### config.mk
export PLATFORM = sky130hd
export DESIGN_NAME = alarm_match_unit
export DESIGN_NICKNAME = d
export VERILOG_FILES = /design/src/rtl/alarm_cmp_pkg.sv /design/src/rtl/alarm_field_reg.sv /design/src/rtl/alarm_field_cmp.sv /design/src/rtl/alarm_readback.sv /design/src/rtl/alarm_match_unit.sv
export SDC_FILE = /design/constraint.sdc
export NUM_CORES = 1
export LEC_CHECK = 0
export ABC_AREA = 1
export BUFFER_PORTS_ARGS = -buffer_cell sky130_fd_sc_hd__buf_2
export CAP_MARGIN = 20
export CORE_ASPECT_RATIO = 0.8
export CORE_MARGIN = 2
export CORE_UTILIZATION = 54
export CTS_BUF_LIST = sky130_fd_sc_hd__clkbuf_8
export DETAILED_ROUTE_END_ITERATION = 10
export GPL_ROUTABILITY_DRIVEN = 0
export MAX_ROUTING_LAYER = met4
export PLACE_DENSITY = 0.82
export RECOVER_POWER = 100
export SLEW_MARGIN = 0
export SYNTH_ARGS = -nofsm -noshare
export SYNTH_HDL_FRONTEND = slang
export SYNTH_SLANG_ARGS = --single-unit
export TNS_END_PERCENT = 1
### constraint.sdc
create_clock -name clk -period 1.1 [get_ports clk]
set_input_delay 0 -clock clk [delete_from_list [all_inputs] [get_ports clk]]
set_output_delay 0 -clock clk [all_outputs]
set_load 0.02 [all_outputs]
### src/rtl/alarm_cmp_pkg.sv
package alarm_cmp_pkg;
  localparam int NUM_FLD  = 5;
  localparam int IDX_SEC  = 0;
  localparam int IDX_MIN  = 1;
  localparam int IDX_HOUR = 2;
  localparam int IDX_DAY  = 3;
  localparam int IDX_MON  = 4;
  // the two top bits both set mark a wildcard field
  localparam logic [1:0] WILD_TOP = 2'b11;
  // day compares the low bits only
  localparam int DAY_LOW_W = 6;
endpackage

### src/rtl/alarm_field_reg.sv
module alarm_field_reg #(
  parameter int W       = 8,
  parameter int AW      = 3,
  parameter int ADDR    = 0,
  parameter bit PRESENT = 1'b1
) (
  input  logic          clk,
  input  logic          rst_n,
  input  logic          wr_en,
  input  logic [AW-1:0] wr_addr,
  input  logic [W-1:0]  wr_data,
  output logic [W-1:0]  q
);
  generate
    if (PRESENT) begin : g_store
      logic sel;
      assign sel = wr_en && (wr_addr == AW'(ADDR));

      always_ff @(posedge clk) begin
        if (!rst_n)   q <= '0;
        else if (sel) q <= wr_data;
      end


      load_on_write_chk: assert property (@(posedge clk) disable iff (!rst_n)
        sel |=> (q == $past(wr_data)));

      hold_without_write_chk: assert property (@(posedge clk) disable iff (!rst_n)
        !sel |=> $stable(q));
    end else begin : g_absent
      logic unused_ok;
      assign unused_ok = ^{clk, rst_n, wr_en, wr_addr, wr_data};
      assign q = '0;
    end
  endgenerate
endmodule

### src/rtl/alarm_field_cmp.sv
module alarm_field_cmp #(
  parameter int W         = 8,
  parameter bit PRESENT   = 1'b1,
  parameter bit LOW_ONLY  = 1'b0,
  parameter bit ZERO_WILD = 1'b0
) (
  input  logic [W-1:0] alarm,
  input  logic [W-1:0] cur,
  output logic         hit
);
  import alarm_cmp_pkg::*;
  localparam int       CMP_W = LOW_ONLY ? DAY_LOW_W : W;
  localparam logic [W-1:0] MASK = {{(W-CMP_W){1'b0}}, {CMP_W{1'b1}}};

  generate
    if (PRESENT) begin : g_cmp
      logic [W-1:0] a_m, c_m;
      logic         wild, unspec;
      always_comb begin
        a_m    = alarm & MASK;
        c_m    = cur & MASK;
        wild   = (alarm[W-1 -: 2] == WILD_TOP);
        unspec = ZERO_WILD && (a_m == '0);
        hit    = wild || unspec || (a_m == c_m);
      end
    end else begin : g_off
      logic unused_ok;
      assign unused_ok = ^{alarm, cur};
      assign hit = 1'b1;
    end
  endgenerate
endmodule

### src/rtl/alarm_readback.sv
module alarm_readback #(
  parameter int W  = 8,
  parameter int AW = 3,
  parameter int NF = 5
) (
  input  logic [NF-1:0][W-1:0] fld,
  input  logic [AW-1:0]        rd_addr,
  output logic [W-1:0]         rd_data
);
  import alarm_cmp_pkg::*;
  localparam logic [W-1:0] DAY_MASK = {{(W-DAY_LOW_W){1'b0}}, {DAY_LOW_W{1'b1}}};

  always_comb begin
    rd_data = '0;
    for (int i = 0; i < NF; i++) begin
      if (rd_addr == AW'(i))
        rd_data = (i == IDX_DAY) ? (fld[i] & DAY_MASK) : fld[i];
    end
  end
endmodule

### src/rtl/alarm_match_unit.sv
module alarm_match_unit #(
  parameter int FIELD_W   = 8,
  parameter int ADDR_W    = 3,
  parameter bit HAS_DAY   = 1'b1,
  parameter bit HAS_MONTH = 1'b1
) (
  input  logic               clk,
  input  logic               rst_n,
  input  logic               upd_stb,
  input  logic [FIELD_W-1:0] cur_sec,
  input  logic [FIELD_W-1:0] cur_min,
  input  logic [FIELD_W-1:0] cur_hour,
  input  logic [FIELD_W-1:0] cur_day,
  input  logic [FIELD_W-1:0] cur_mon,
  input  logic               wr_en,
  input  logic [ADDR_W-1:0]  wr_addr,
  input  logic [FIELD_W-1:0] wr_data,
  input  logic [ADDR_W-1:0]  rd_addr,
  output logic [FIELD_W-1:0] rd_data,
  output logic               alarm_pulse
);
  import alarm_cmp_pkg::*;
  localparam int NF = NUM_FLD;

  logic [NF-1:0][FIELD_W-1:0] alarm_q;
  logic [NF-1:0][FIELD_W-1:0] cur_v;
  logic [NF-1:0]              hit;
  logic                       all_hit;

  assign cur_v[IDX_SEC]  = cur_sec;
  assign cur_v[IDX_MIN]  = cur_min;
  assign cur_v[IDX_HOUR] = cur_hour;
  assign cur_v[IDX_DAY]  = cur_day;
  assign cur_v[IDX_MON]  = cur_mon;

  generate
    for (genvar i = 0; i < NF; i++) begin : g_fld
      localparam bit PRES = (i < IDX_DAY) ||
                            (i == IDX_DAY && HAS_DAY) ||
                            (i == IDX_MON && HAS_DAY && HAS_MONTH);

      alarm_field_reg #(
        .W(FIELD_W), .AW(ADDR_W), .ADDR(i), .PRESENT(PRES)
      ) u_reg (
        .clk(clk), .rst_n(rst_n), .wr_en(wr_en), .wr_addr(wr_addr),
        .wr_data(wr_data), .q(alarm_q[i])
      );

      alarm_field_cmp #(
        .W(FIELD_W), .PRESENT(PRES),
        .LOW_ONLY(i == IDX_DAY), .ZERO_WILD(i >= IDX_DAY)
      ) u_cmp (
        .alarm(alarm_q[i]), .cur(cur_v[i]), .hit(hit[i])
      );


      wildcard_hit_chk: assert property (@(posedge clk) disable iff (!rst_n)
        (alarm_q[i][FIELD_W-1 -: 2] == WILD_TOP) |-> hit[i]);
    end
  endgenerate

  alarm_readback #(.W(FIELD_W), .AW(ADDR_W), .NF(NF)) u_rb (
    .fld(alarm_q), .rd_addr(rd_addr), .rd_data(rd_data)
  );

  assign all_hit = &hit;

  always_ff @(posedge clk) begin
    if (!rst_n) alarm_pulse <= 1'b0;
    else        alarm_pulse <= upd_stb && all_hit;
  end


  pulse_needs_stb_chk: assert property (@(posedge clk) disable iff (!rst_n)
    alarm_pulse |-> $past(upd_stb));

  match_gives_pulse_chk: assert property (@(posedge clk) disable iff (!rst_n)
    (upd_stb && all_hit) |=> alarm_pulse);

  miss_gives_none_chk: assert property (@(posedge clk) disable iff (!rst_n)
    (upd_stb && !all_hit) |=> !alarm_pulse);

  day_top_clear_chk: assert property (@(posedge clk) disable iff (!rst_n)
    (rd_addr == ADDR_W'(IDX_DAY)) |-> (rd_data[FIELD_W-1 -: 2] == 2'b00));
endmodule

==> results_dict.tcl, run 1 <==
set metrics [dict create \
    status "complete, but fails checks" \
    violations "negative setup slack" \
    rr_startpoint "g_fld[0].u_reg.q[6]" \
    hold_viol_final 0 \
    fmax_mhz 782.3 \
    synth.cell_area_mm2 0.002427 \
    power_uw 3150 \
    avgSynthCellArea_um2 6.114 \
    start_kind "flop" \
    dp_cells 525 \
    drt_iter0_drc 234 \
    reg2regPathDepth 10 \
    whs_path_depth 5 \
    grt_first_pass_wirelength_um 10870 \
    r2r_end "alarm_pulse" \
    worstHoldPathType "input pin to flop" \
    ioPinCount 67 \
    crit_type "flop to output port" \
    endpoint_kind "output port" \
    n_antenna_cell 0 \
    viasPerCell 5.156 \
    finalNonFillerCells 538 \
    via_count 2774 \
    holdPathEnd "alarm_pulse" \
    final_common_cell "nand2_1" \
    grt_pass1_vias 2417 \
    clock-sinks 41 \
    htree_levels 2 \
    cts_tree "yes" \
    synth.net_count 455 \
    placed_cell_area_mm2 0.002903 \
    grt_max_degree 27 \
    chipHeight_um 63.97 \
    ys_ff_latch 41 \
    yosysWarnings 0 \
    critical_path.max_fanout 3 \
    nFillCells 385 \
    dp.final_hpwl_um 4920 \
    portBuffers 64 \
    fp-row-count 21 \
    switching_power_uw 914.9 \
    setup_ws_ps -178.3 \
    clk_pin_slew_ps 80 \
    grt_use_total_pct 28.58 \
    drive_above_1_share_pct 27.03 \
    power_density_mw_per_mm2 993.7 \
    p_leak_uw 0.001523 \
    wl_um 6940 \
    worstPathArrival_ps 1280 \
    relSlewSlack_pct 61.71 \
    initial_core_util_pct 57.03 \
    final_max_slew_viol_count 0 \
    critPathRequiredTime_ps 1100 \
    wl_per_cell_um 12.90 \
    swShare_pct 29.04 \
    ys_types 23 \
    nets 538 \
    intPower_uw 2236 \
    min_from "upd_stb" \
    clk_latency_ps 300 \
    drc_errors 0 \
    period_needed_ps 1278 \
    cts_root_buf "clkbuf_8" \
    rrSetupSlack_ps -130 \
    hold_slack_ps 14.14 \
    mostFrequentLayoutCells "107 x nand2_1, 60 x inv_1, 54 x buf_2" \
    fin_crit_sh_pct 116.2 \
    area_growth_pct 30.62 \
    worst_pin_slew_ps 574.4 \
    dieArea_mm2 0.005051 \
    drtPass1Iterations 5 \
    seq_power_share_pct 50.2 \
    antenna_found_initial 0 \
    clockPowerShare_pct 29.5 \
    core_mm2 0.004257 \
    final_area_mm2 0.003171 \
    netlist_instances 397 \
    maxCapViolCount 0 \
    cts_max_path_buffers 2 \
    overflow 0 \
    grt_setup_unrepaired "yes" \
    synth.yosys.seq_area_share_pct 33.81 \
    dieWidth_um 78.96 \
    ant_nets 0 \
    max-vdd-ir-drop_v 0.0005850 \
    setup_violations 9 \
    pre_cts_ws_ps -52.71 \
    comb_power_share_pct 20.4 \
    numCtsBuffers 5 \
    clock_skew_ps 7.450 \
]
cell families after synthesis:
| kind of cell | count (synthesis) | synth area share, % |
|---|---|---|
| compound gates | 93 | 19.69 |
| xor+xnor | 13 | 4.691 |
| buf+inv | 75 | 12.22 |
| flops | 41 | 33.81 |
| simple gates | 175 | 29.59 |
timing repair:
| item | 4_1_cts | 5_1_grt |
|---|---|---|
| gates resized for setup | 55 | 11 |
| pin swaps | 9 | 6 |
| cloned | 0 | 0 |
| buffers inserted | 4 | 1 |
| endpoints found under the setup margin | 9 | 9 |
| hold buffers | 0 | 0 |
registers in the layout (all words and copies together), names as in the netlist:
signal         count
g_fld.u_reg.q     40
alarm_pulse        1
worst max path at each step:
stage	start	to	slack [ps]
finish	g_fld[1].u_reg.q[0]	rd_data[0]	-180
detailed placement	g_fld[3].u_reg.q[1]	alarm_pulse	-50
global placement	g_fld[3].u_reg.q[1]	alarm_pulse	-50
floorplan	g_fld[2].u_reg.q[7]	alarm_pulse	60
global route	rd_addr[2]	rd_data[5]	-230
CTS	g_fld[0].u_reg.q[3]	rd_data[3]	-150
layout make-up:
cell class              instances  area, um2  share of cell area, %
inverters                      66      247.7                  7.814
multi-input cells             281       1394                  43.96
repair buffers                 85      539.3                  17.01
flip-flops and latches         41      838.3                  26.44
clock inverters                 3      11.26                 0.3552
well taps                      57      71.32                  2.249
clock buffers                   5      68.82                  2.170
per-layer routing:
layer / GRT usage, % / part of all wire [%]
met4: 8.836 / 2.5
met2: 45.34 / 44
met1: 36.34 / 45
met5: - / 0
met3: 6.780 / 9.1
through the flow:
stage | utilization (%) | TNS (ps)
after detailed placement | 68.20 | -52.71
after CTS | 73.96 | -1117
after global placement | 68.20 | -50.08
after floorplan | - | 0
after global routing | 74.49 | -1790
final | 74.49 | -1209
synthesized netlist by cell type:
library cell	instances	area share, %
nor2_2	2	0.52
nand4_1	3	0.77
inv_1	65	10
xnor2_1	13	4.7
o21ai_1	3	0.62
o211ai_1	2	0.62
or2_2	3	0.77
buf_2	3	0.62
clkbuf_1	4	0.62
nor2_1	41	6.3
nor4_2	1	0.52
nand3_2	1	0.41
buf_4	1	0.31
nand3_1	16	3.3
nand2_1	107	17
a21oi_1	39	8.0
o22ai_1	3	0.77
nor3_2	1	0.41
o21ai_2	1	0.36
o21ai_0	45	9.3
buf_6	1	0.46
dfxtp_1	41	34
inv_2	1	0.15
power by group through the flow:
stage	Combinational [uW]	Clock (uW)	Sequential [uW]
2_1_floorplan	330	0	1600
3_3_place_gp	567	0	1610
3_5_place_dp	579	0	1610
4_1_cts	621	913	1580
5_1_grt	715	996	1590
6_report	642	929	1580
worst max-delay path: stages, from the launching register on:
cell and delay, ps:
dfxtp_1 340, inv_1 70, o21ai_0 200, a21oi_1 70, o211ai_1 120, buf_4 180
Power figures use the tool's default switching activity.
==> run 2, diff against run 1 <==
--- a/config.mk
+++ b/config.mk
@@ -9,7 +9,7 @@
 export BUFFER_PORTS_ARGS = -buffer_cell sky130_fd_sc_hd__buf_2
 export CAP_MARGIN = 20
 export CORE_ASPECT_RATIO = 0.8
-export CORE_MARGIN = 2
+export CORE_MARGIN = 5
 export CORE_UTILIZATION = 54
 export CTS_BUF_LIST = sky130_fd_sc_hd__clkbuf_8
 export DETAILED_ROUTE_END_ITERATION = 10
@@ -17,6 +17,7 @@
 export MAX_ROUTING_LAYER = met4
 export PLACE_DENSITY = 0.82
 export RECOVER_POWER = 100
+export SETUP_SLACK_MARGIN = 0.15
 export SLEW_MARGIN = 0
 export SYNTH_ARGS = -nofsm -noshare
 export SYNTH_HDL_FRONTEND = slang
==> results_dict.tcl, run 2 (same netlist as run 1, synthesis figures left out) <==
set metrics [dict create \
    crit_type "flop to flop" \
    numCtsBuffers 5 \
    ant_nets 0 \
    fmax_mhz 785.6 \
    mostFrequentLayoutCells "107 x nand2_1, 58 x inv_1, 56 x buf_2" \
    n_antenna_cell 0 \
    drtPass1Iterations 5 \
    hold_slack_ps 36.73 \
    hold_viol_final 0 \
    area_growth_pct 31.55 \
    clock_skew_ps 3.655 \
    cts_max_path_buffers 2 \
    start_kind "flop" \
    portBuffers 64 \
    viasPerCell 5.186 \
    whs_path_depth 5 \
    reg.largest.list "g_fld.u_reg.q: 40 flops, alarm_pulse: 1 flops" \
    cts_tree "yes" \
    placed_cell_area_mm2 0.002935 \
    chipHeight_um 69.97 \
    grt_use_total_pct 25.77 \
    largest_register_ffs 40 \
    final_common_cell "nand2_1" \
    period_needed_ps 1273 \
    final_area_mm2 0.003193 \
    reg2regPathDepth 10 \
    max-vdd-ir-drop_v 0.0007840 \
    power_density_mw_per_mm2 994.8 \
    overflow 0 \
    clk_pin_slew_ps 80 \
    htree_levels 2 \
    critPathRequiredTime_ps 1330 \
    nets 537 \
    dieArea_mm2 0.005944 \
    fin_util_pct 75.01 \
    power_uw 3177 \
    r2r_end "alarm_pulse" \
    worstHoldPathType "input pin to flop" \
    clk_latency_ps 300 \
    initial_core_util_pct 57.03 \
    clock-sinks 41 \
    fin_crit_sh_pct 115.7 \
    finalSetupTns_ps -990.5 \
    final_max_slew_viol_count 0 \
    rrSetupSlack_ps -170 \
    relSlewSlack_pct 66.47 \
    violations "negative setup slack" \
    ioPinCount 67 \
    status "complete, but fails checks" \
    maxCapViolCount 0 \
    nFillCells 350 \
    endpoint_kind "flop" \
    drt_iter0_drc 320 \
    postCtsHoldBufs 0 \
    drive_above_1_share_pct 30.83 \
    antenna_found_initial 0 \
    setup_violations 9 \
    largest-register "g_fld.u_reg.q" \
    drc_errors 0 \
    wl_per_cell_um 14.23 \
    worstPathArrival_ps 1510 \
    min_from "upd_stb" \
    grt_pass1_vias 2573 \
    critical_path.max_fanout 2 \
    worst_pin_slew_ps 503.0 \
    p_leak_uw 0.001542 \
    grt_setup_unrepaired "yes" \
    core_mm2 0.004257 \
    via_count 2785 \
    holdPathEnd "alarm_pulse" \
    fp-row-count 21 \
    rr_startpoint "g_fld[0].u_reg.q[2]" \
    cts_root_buf "clkbuf_8" \
    wl_um 7640 \
    dieWidth_um 84.96 \
    grt_max_degree 42 \
    dp.final_hpwl_um 5482 \
    startpoint "g_fld[0].u_reg.q[2]" \
    grt_first_pass_wirelength_um 11940 \
    setup_ws_ps -172.9 \
]
[run 2: cell count changes in the layout (fill, tap and decap cells not counted), sizes merged]
cell | before | now
buf | 80 | 79
[run 2: critical path, cell delays in order (launching register included)]
cell,delay (ps)
dfxtp_2,330
buf_4,140
xnor2_2,150
nand2_1,80
nor2_2,110
nand2_1,50
nand2_1,80
nand2_1,70
inv_1,60
nand2_1,50
nor2_1,90
[run 2: cell type report]
class	instances	area, um2	area share, %
Timing Repair Buffer	84	513.0	16.07
Clock inverter	3	11.26	0.3527
Inverter	66	247.7	7.759
Sequential cell	41	848.3	26.57
Multi-Input combinational cell	281	1433	44.87
Clock buffer	5	68.82	2.155
Tap cell	57	71.32	2.234
[run 2: how the worst max path moves through the flow]
stage | end | cells past startpoint
after global routing | alarm_pulse | 10
after floorplan | alarm_pulse | 8
after CTS | rd_data[6] | 6
after global placement | alarm_pulse | 10
final | alarm_pulse | 10
after detailed placement | alarm_pulse | 10
[run 2: stage by stage]
| stage | worst slack (ps) | std cells |
|---|---|---|
| floorplan | 147.8 | 397 |
| global placement | -28.21 | 523 |
| detailed placement | -88.68 | 523 |
| CTS | -134.0 | 536 |
| global route | -236.7 | 537 |
| finish | -172.9 | 537 |
[run 2: routing by layer]
metal,vias up,routed length [um],GRT usage [%]
li1,1411,-,-
met1,1230,3224,31.30
met2,122,3561,41.55
met3,22,676,6.580
met4,0,178,8.787
met5,-,0,-
[run 2: report_power, final]
group / leakage [uW] / internal, uW / switching, uW / total [uW]
registers: 0.000343 / 1540 / 42.0 / 1580
clock network: 0.0000519 / 424 / 520 / 944
logic: 0.00115 / 275 / 374 / 650
total: 0.00154 / 2240 / 937 / 3180
[run 2: timing repair]
item	in CTS	in global routing
setup buffers	5	1
pin swaps	7	4
setup endpoints to repair	9	9
hold endpoints to repair	0	0
gates resized for setup	41	21
